### src/rtl/adc_seq_pkg.sv
package adc_seq_pkg;

    typedef enum logic [1:0] {
        ST_IDLE,
        ST_TRACK,
        ST_CONV,
        ST_FINISH
    } conv_state_e;

    localparam logic [2:0] SRC_SW   = 3'd0;
    localparam logic [2:0] SRC_TMR0 = 3'd1;
    localparam logic [2:0] SRC_TMR2 = 3'd2;
    localparam logic [2:0] SRC_TMR1 = 3'd3;
    localparam logic [2:0] SRC_EXT  = 3'd4;
    localparam logic [2:0] SRC_TMR3 = 3'd5;

    localparam int TRACK_TICKS  = 1;
    localparam int FINISH_TICKS = 2;

endpackage

### src/rtl/adc_trig_sel.sv
module adc_trig_sel
    import adc_seq_pkg::*;
(
    input  logic       clk,
    input  logic       rst_n,
    input  logic [2:0] start_mode,
    input  logic       sw_start,
    input  logic       tmr0_ovf,
    input  logic       tmr1_ovf,
    input  logic       tmr2_ovf,
    input  logic       tmr3_ovf,
    input  logic       ext_start,
    output logic       start_req
);

    logic [2:0] ext_q;
    logic       ext_rise;

    always_ff @(posedge clk) begin
        if (!rst_n) ext_q <= '0;
        else        ext_q <= {ext_q[1:0], ext_start};
    end

    assign ext_rise = ext_q[1] & ~ext_q[2];

    always_comb begin
        unique case (start_mode)
            SRC_SW:   start_req = sw_start;
            SRC_TMR0: start_req = tmr0_ovf;
            SRC_TMR2: start_req = tmr2_ovf;
            SRC_TMR1: start_req = tmr1_ovf;
            SRC_EXT:  start_req = ext_rise;
            SRC_TMR3: start_req = tmr3_ovf;
            default:  start_req = 1'b0;
        endcase
    end

    // an edge request needs the pin low then high on the synchronized path
    p_ext_edge_r3: assert property (@(posedge clk) disable iff (!rst_n)
        (start_mode == SRC_EXT && start_req) |=> (ext_q[2] && !$past(ext_q[2])));

endmodule

### src/rtl/adc_tick_gen.sv
module adc_tick_gen #(
    parameter int DIV_W = 8
) (
    input  logic             clk,
    input  logic             rst_n,
    input  logic             clear,
    input  logic [DIV_W-1:0] div,
    output logic             tick
);

    logic [DIV_W-1:0] cnt;

    always_ff @(posedge clk) begin
        if (!rst_n || clear)  cnt <= '0;
        else if (cnt == div)  cnt <= '0;
        else                  cnt <= cnt + DIV_W'(1);
    end

    assign tick = !clear && (cnt == div);

    // the prescaler restarts from zero after every tick
    p_tick_wrap_r4: assert property (@(posedge clk) disable iff (!rst_n)
        tick |=> (cnt == '0));

endmodule

### src/rtl/adc_fmt.sv
module adc_fmt #(
    parameter int CODE_W = 10,
    parameter int OUT_W  = 16
) (
    input  logic [CODE_W-1:0] code,
    input  logic              diff_mode,
    input  logic              left_just,
    output logic [OUT_W-1:0]  word
);

    localparam int PAD_W = OUT_W - CODE_W;

    logic [PAD_W-1:0] pad_hi;

    generate
        if (PAD_W > 0) begin : g_pad
            assign pad_hi = {PAD_W{diff_mode & code[CODE_W-1]}};
        end
    endgenerate

    always_comb begin
        if (left_just) word = {code, {PAD_W{1'b0}}};
        else           word = {pad_hi, code};
    end

endmodule

### src/rtl/adc_seq_fmt.sv
module adc_seq_fmt
    import adc_seq_pkg::*;
#(
    parameter int CODE_W = 10,
    parameter int OUT_W  = 16,
    parameter int DIV_W  = 8
) (
    input  logic              clk,
    input  logic              rst_n,
    input  logic [DIV_W-1:0]  cfg_div,
    input  logic [2:0]        start_mode,
    input  logic              sw_start,
    input  logic              tmr0_ovf,
    input  logic              tmr1_ovf,
    input  logic              tmr2_ovf,
    input  logic              tmr3_ovf,
    input  logic              ext_start,
    input  logic              diff_mode,
    input  logic              left_just,
    input  logic [CODE_W-1:0] raw_code,
    output logic              busy,
    output logic              done,
    output logic [OUT_W-1:0]  result
);

    localparam int              CNT_W     = $clog2(CODE_W + 1);
    localparam logic [CNT_W-1:0] LAST_TRK = CNT_W'(TRACK_TICKS - 1);
    localparam logic [CNT_W-1:0] LAST_BIT = CNT_W'(CODE_W - 1);
    localparam logic [CNT_W-1:0] LAST_FIN = CNT_W'(FINISH_TICKS - 1);

    conv_state_e      state, state_nx;
    logic [CNT_W-1:0] phase_cnt;
    logic             start_req;
    logic             tick;
    logic             finishing;
    logic [OUT_W-1:0] fmt_word;

    adc_trig_sel u_trig (
        .clk       (clk),
        .rst_n     (rst_n),
        .start_mode(start_mode),
        .sw_start  (sw_start),
        .tmr0_ovf  (tmr0_ovf),
        .tmr1_ovf  (tmr1_ovf),
        .tmr2_ovf  (tmr2_ovf),
        .tmr3_ovf  (tmr3_ovf),
        .ext_start (ext_start),
        .start_req (start_req)
    );

    adc_tick_gen #(.DIV_W(DIV_W)) u_tick (
        .clk  (clk),
        .rst_n(rst_n),
        .clear(state == ST_IDLE),
        .div  (cfg_div),
        .tick (tick)
    );

    adc_fmt #(.CODE_W(CODE_W), .OUT_W(OUT_W)) u_fmt (
        .code     (raw_code),
        .diff_mode(diff_mode),
        .left_just(left_just),
        .word     (fmt_word)
    );

    // next-state logic
    always_comb begin
        state_nx = state;
        unique case (state)
            ST_IDLE:   if (start_req)                        state_nx = ST_TRACK;  // launch
            ST_TRACK:  if (tick && phase_cnt == LAST_TRK)    state_nx = ST_CONV;   // hold
            ST_CONV:   if (tick && phase_cnt == LAST_BIT)    state_nx = ST_FINISH; // bits_done
            ST_FINISH: if (tick && phase_cnt == LAST_FIN)    state_nx = ST_IDLE;   // complete
            default:                                         state_nx = ST_IDLE;
        endcase
    end

    assign finishing = (state == ST_FINISH) && (state_nx == ST_IDLE);

    // state register and phase counter
    always_ff @(posedge clk) begin
        if (!rst_n) begin
            state     <= ST_IDLE;
            phase_cnt <= '0;
        end else begin
            state <= state_nx;
            if (state_nx != state) phase_cnt <= '0;
            else if (tick)         phase_cnt <= phase_cnt + CNT_W'(1);
        end
    end

    // outputs
    always_ff @(posedge clk) begin
        if (!rst_n) begin
            done   <= 1'b0;
            result <= '0;
        end else begin
            done <= finishing;
            if (finishing) result <= fmt_word;
        end
    end

    assign busy = (state != ST_IDLE);

    // done lasts one cycle
    p_done_pulse_r5: assert property (@(posedge clk) disable iff (!rst_n)
        done |=> !done);

    // done coincides with the end of busy
    p_done_ends_busy_r5: assert property (@(posedge clk) disable iff (!rst_n)
        done |-> (!busy && $past(busy)));

    // the result word only moves with done
    p_result_hold_r10: assert property (@(posedge clk) disable iff (!rst_n)
        !done |-> $stable(result));

    // busy only rises after an accepted start request
    p_busy_from_req_r6: assert property (@(posedge clk) disable iff (!rst_n)
        $rose(busy) |-> $past(start_req));

    // left-justified words have clear low bits
    p_left_low_zero_r9: assert property (@(posedge clk) disable iff (!rst_n)
        (finishing && left_just) |=> (result[OUT_W-CODE_W-1:0] == '0));

endmodule

### config.mk
export PLATFORM = sky130hd
export DESIGN_NAME = adc_seq_fmt
export DESIGN_NICKNAME = d
export VERILOG_FILES = /design/src/rtl/adc_seq_pkg.sv /design/src/rtl/adc_trig_sel.sv /design/src/rtl/adc_tick_gen.sv /design/src/rtl/adc_fmt.sv /design/src/rtl/adc_seq_fmt.sv
export SDC_FILE = /design/constraint.sdc
export NUM_CORES = 1
export LEC_CHECK = 0
export BUFFER_PORTS_ARGS = -buffer_cell sky130_fd_sc_hd__buf_2
export CAP_MARGIN = 20
export CORE_UTILIZATION = 57
export CTS_BUF_LIST = sky130_fd_sc_hd__clkbuf_4 sky130_fd_sc_hd__clkbuf_8
export DETAILED_ROUTE_END_ITERATION = 10
export PLACE_DENSITY = 0.87
export SETUP_SLACK_MARGIN = 0.4
export SLEW_MARGIN = 10
export SYNTH_ARGS = -nofsm -noshare
export SYNTH_HDL_FRONTEND = slang
export SYNTH_SLANG_ARGS = --single-unit
export TNS_END_PERCENT = 1
### constraint.sdc
create_clock -name clk -period 3.21 [get_ports clk]
set_clock_uncertainty 0.1 [all_clocks]
set_input_delay 0 -clock clk [delete_from_list [all_inputs] [get_ports clk]]
set_output_delay 0 -clock clk [all_outputs]
set_load 0.01 [all_outputs]
# After elaboration in Yosys (flattened, before gate mapping)
# Cells that the tools add are included.
[totals]
n_memories = 0
latch_bits = 0
register_bits = 34
mem_bits_rw = 0
rom_bits = 0
out_inout_bits = 18
[op_classes]
n_mux = 7
n_eq_ne = 12
bitwise_logic = 4
shifts = 0
multipliers = 0
add_sub_neg = 2
div_mod_pow = 0
n_reduce_logical = 15
n_lt_le_gt_ge = 0
[op_table]
columns = ["operator", "n"]
rows = [
  ["$mux W16", 1],
  ["$add A8 B1 Y8 const B", 1],
  ["$eq A8 B8 Y1", 1],
  ["$mux W2", 4],
  ["$pmux W2 S4", 1],
  ["$eq A3 B2 Y1 const B", 2],
  ["$eq A3 B3 Y1 const B", 2],
  ["$pmux W1 S6", 1],
  ["$logic_and A1 B1 Y1", 5],
  ["$add A4 B1 Y4 const B", 1],
  ["$eq A2 B2 Y1 const B", 2],
  ["$eq A4 B1 Y1 const B", 1],
  ["$eq A4 B4 Y1 const B", 1],
  ["$logic_not A2 Y1", 2],
  ["$logic_not A4 Y1", 1],
  ["$reduce_or A2 Y1", 2],
  ["$eq A3 B1 Y1 const B", 1],
  ["$logic_not A3 Y1", 1],
  ["$and A1 B1 Y1", 2],
  ["$eq A2 B1 Y1 const B", 1],
  ["$logic_not A1 Y1", 2],
  ["$ne A2 B2 Y1", 1],
  ["$not A1 Y1", 2],
  ["$reduce_bool A2 Y1", 1],
  ["$logic_or A1 B1 Y1", 1],
]

# Longest topological paths before layout
[depth]
word_depth = 8
mapped_depth = 8
depth_no_buf = 7

# By module
# A second synthesis with hierarchy kept.
[unflattened]
cells_unflattened = 200
hier_area_um2 = 1906.8
[by_module_without_submodules]
columns = ["module", "area_each_um2", "cells_per_inst", "n_inst", "seq_area_each_um2"]
rows = [
  ["adc_seq_fmt", 1113.6, 117, 1, 460.4],
  ["adc_tick_gen", 479.2, 47, 1, 160.2],
  ["adc_fmt", 185.2, 24, 1, 0.0],
  ["adc_trig_sel", 128.9, 12, 1, 60.1],
]

# Worst setup path before layout
# Ideal clock, no wire load.
[synth_timing]
path_kind = "register to register"
from = "reg u_tick.cnt[2]"
to = "reg phase_cnt[0]"
path_buffers = 0
required_time_ns = 3.031
period_less_slack_ns = 1.912
t_arrival_ns = 1.733
stages_incl_launch_ff = 6
slack_ns = 1.298
path_cell_list = "dfxtp_1 > xor2_1 > nor4_4 > nand2_4 > or4_4 > a211oi_2"
[synth_via]
elab_chain_cells = 7
[synth_lines]
columns = ["item", "line_no", "text"]
rows = [
  ["start, declared", "adc_tick_gen.sv:11", "logic [DIV_W-1:0] cnt;"],
  ["start signal, assigned", "adc_tick_gen.sv:16", "else cnt <= cnt + DIV_W'(1);"],
  ["$eq A8 B8 Y1 (*)", "adc_tick_gen.sv:19", "assign tick = !clear && (cnt == div);"],
  ["$logic_and A1 B1 Y1 (*)", "adc_tick_gen.sv:19", ""],
  ["$logic_and A1 B1 Y1 (on tied branches)", "adc_seq_fmt.sv:73, adc_seq_fmt.sv:71, adc_seq_fmt.sv:72", ""],
  ["$mux W2 (on tied branches)", "adc_seq_fmt.sv:73, adc_seq_fmt.sv:71, adc_seq_fmt.sv:72", ""],
  ["$pmux W2 S4", "adc_seq_fmt.sv:69", "unique case (state)"],
  ["$ne A2 B2 Y1", "adc_seq_fmt.sv:87", "if (state_nx != state) phase_cnt <= '0;"],
  ["$reduce_or A2 Y1 (no source line)", "--", ""],
  ["end signal, assigned", "adc_seq_fmt.sv:88", "else if (tick) phase_cnt <= phase_cnt + CNT_W'(1);"],
  ["end, declared", "adc_seq_fmt.sv:32", "logic [CNT_W-1:0] phase_cnt;"],
]
# Mark *: on every way between the ends. The rest lies on a longest branch, timed or not.
# A chain may end at the register's enable or synchronous reset.

# Worst setup path after layout
[layout_timing]
from = "reg u_tick.cnt[2]"
to = "reg result[13]"
[layout_via]
elab_chain_cells = 7
[layout_lines]
columns = ["item", "line_no", "text"]
rows = [
  ["$eq A8 B8 Y1 (*)", "adc_tick_gen.sv:19", ""],
  ["$logic_and A1 B1 Y1 (*)", "adc_tick_gen.sv:19", ""],
  ["$logic_and A1 B1 Y1 (on tied branches)", "adc_seq_fmt.sv:73, adc_seq_fmt.sv:71, adc_seq_fmt.sv:72", ""],
  ["$mux W2 (on tied branches)", "adc_seq_fmt.sv:73, adc_seq_fmt.sv:71, adc_seq_fmt.sv:72", ""],
  ["$pmux W2 S4 (*)", "adc_seq_fmt.sv:69", ""],
  ["$logic_not A2 Y1 (*)", "adc_seq_fmt.sv:78", "assign finishing = (state == ST_FINISH) && (state_nx == ST_IDLE);"],
  ["$logic_and A1 B1 Y1 (*)", "adc_seq_fmt.sv:78", ""],
  ["end signal, assigned", "adc_seq_fmt.sv:99", "if (finishing) result <= fmt_word;"],
  ["end, declared", "adc_seq_fmt.sv:23", "output logic [OUT_W-1:0] result"],
]
# Marked as above.

==> impl_metrics.tcl <==
set metrics [dict create \
    setup_viol 0 \
    syn_area_mm2 0.00169 \
    gp_congestion 0.832 \
    slew_violations 0 \
    setup_ws_ns 0.844 \
    rows 19 \
    cts_setup_buffers 0 \
    port_buffers 48 \
    drt_first_iter_violations 75 \
    clk_pin_slew_ns 0.10 \
    place_hpwl_um 2630 \
    ctsResizeCount 0 \
    synth_cell_types 39 \
    status "complete, no violations" \
    worstSkewPairLatency_ns 0.32 \
    multi_input_area_um2 946 \
    crit_type "register to register" \
    fmax_mhz 423 \
    routedWlPerCell_um 14.5 \
    power_leakage_nw 1.05 \
    dp_slack_ns 0.899 \
    crit_arrival_ns 2.49 \
    post_drt_via_cell_ratio 5.66 \
    grt_pass1_vias 1375 \
    io_pins 49 \
    final_cell_mix "48 x buf_2, 34 x dfxtp_1, 21 x nand2_1" \
    drt_wl_total_um 4020 \
    cts_sinks 34 \
    ant_nets 0 \
    min_period_ns 2.37 \
    ys_top_cells_by_area "dfxtp_1 40%, xor2_1 6.8%, o211a_1 5.3%, nand3_1 4.7%, nand2_1 4.7%" \
    fin_nets 280 \
    initial_core_util 0.606 \
    drt_pass1_iterations 4 \
    cp_num_buf_inv 0 \
    regToRegSetupSlack_ns 0.84 \
    root_buffer "clkbuf_4" \
    synth_cells 187 \
    critical_path.cell_chain "xor2_1 -> nor4_4 -> and3_1 -> nand3_1 -> o211a_1" \
    maxCapViolCount 0 \
    synth_nets 222 \
    syn_to_final_growth_pct 26.8 \
    track_usage 0.260 \
    cts_buffer_depth 2 \
    via_count 1568 \
    fill_cells 194 \
    cp_slowest_cell "and3_1" \
    drc 0 \
    antenna_found_initial 0 \
    tightest_slew_ns 0.880 \
    rsz0062_at_grt "false" \
    cts_hold_buffers 12 \
    regArea_um2 681 \
    end_kind "register" \
    synth_largest_area_cell "dfxtp_1" \
    grt_overflow 0 \
    synth-seq-area-share 0.404 \
    p_per_area_mw_per_mm2 390 \
    cts_buffers 5 \
    yosysWarnings 0 \
    die_w_um 56.4 \
    dieArea_mm2 0.00318 \
    antenna_cells 0 \
    layout_worst_path_cycle_share 0.737 \
    ir_worst_vdd_mv 0.348 \
    synth_top_area_share 0.404 \
    fin_setup_tns_ns 0 \
    die_h_um 56.4 \
    finalHoldViolations 0 \
    critPathMaxFanout 30 \
    grt_pass1_wl_um 6350 \
    grt_max_degree 35 \
    cp-start-kind "register" \
    syn_avg_cell_area_um2 9.02 \
    final_common_cell "buf_2" \
    slew_headroom 0.414 \
    cp.required_ns 3.33 \
    h-tree-depth 2 \
    core-area_mm2 0.00278 \
    drive_above_1_share 0.264 \
    ys_ff_latch 34 \
    cts_tree "built" \
    crit_family "simple AND/OR/NAND/NOR gates" \
    worst_path_largest_cell_delay_ns 0.81 \
    hp-class "input port to register" \
]
[logic make-up after synthesis]
group / Yosys count / synth area share
and+or+nand+nor: 82 / 0.284
buffers and inverters: 15 / 0.0356
AOI/OAI and AO/OA: 32 / 0.139
muxes: 6 / 0.0356
DFF: 34 / 0.404
xor gates and xnor gates: 14 / 0.0727
adders and majority gates: 4 / 0.0297
[worst register-to-register path: stages (launching register included)]
cell     delay, ns
dfxtp_1       0.37
xor2_1        0.20
nor4_4        0.40
and3_1        0.81
nand3_1       0.20
o211a_1       0.18
[cell type report]
cell class	count	share of cell area
multi-input cells	138	0.442
flip-flops and latches	34	0.318
repair buffers	62	0.176
clock buffers	7	0.0246
well taps	31	0.0181
clock inverters	1	0.0140
inverters	4	0.00702
[state kept, by name (all words and copies together) (netlist names)]
name          count
phase_cnt         4
u_trig.ext_q      3
u_tick.cnt        8
state             2
done              1
result           16
[power by group]
| part | total, W | switching [W] | internal [W] |
|---|---|---|---|
| Sequential | 0.000429 | 0.00000364 | 0.000425 |
| Combinational | 0.0000862 | 0.0000456 | 0.0000406 |
| Clock | 0.000318 | 0.000136 | 0.000182 |
[Yosys cell counts, drive strengths merged]
library cell,instances
xnor2,1
or2,1
nand4,1
mux2i,6
dfxtp,34
nor3b,1
nand2,22
nand3,16
o21ai,12
o41ai,1
or4,2
nand2b,4
nor4,3
nor4b,1
and2,4
o211a,9
and3,4
xor2,13
clkbuf,7
nor2,9
o22ai,1
ha,4
o2111ai,2
nand4b,6
inv,4
nor2b,1
nand3b,1
a41oi,1
and3b,1
a21oi,3
or3b,1
a211oi,1
buf,4
nor3,4
a21boi,2
[path summary, 6_finish.rpt]
| kind | startpoint | end | cells past startpoint |
|---|---|---|---|
| hold / removal | start_mode[2] | state[0] | 5 |
| setup reg to reg | u_tick.cnt[2] | result[13] | 5 |
| setup / recovery | u_tick.cnt[2] | result[13] | 5 |
| hold reg to reg | u_trig.ext_q[0] | u_trig.ext_q[1] | 1 |
[stage by stage]
step | area [um2] | util | power (W) | cells | hold slack, ns
6_report | 2140 | 0.769 | 0.000833 | 277 | 0.0715
3_5_place_dp | 1940 | 0.696 | 0.000511 | 257 | 0.115
4_1_cts | 2140 | 0.769 | 0.000836 | 277 | 0.0619
2_1_floorplan | 1690 | - | 0.000481 | 187 | 0.0273
3_3_place_gp | 1940 | 0.696 | 0.000510 | 257 | 0.107
5_1_grt | 2140 | 0.769 | 0.000865 | 277 | 0.0875
[metal layers]
| metal | GRT usage | routed length, um | up-vias |
|---|---|---|---|
| met5 | 0 | 0 | - |
| met4 | 0.108 | 96 | 0 |
| met3 | 0.0645 | 199 | 11 |
| met2 | 0.440 | 2030 | 49 |
| met1 | 0.314 | 1690 | 729 |
| li1 | - | - | 779 |
No activity file was read; power rests on OpenSTA's default activity.
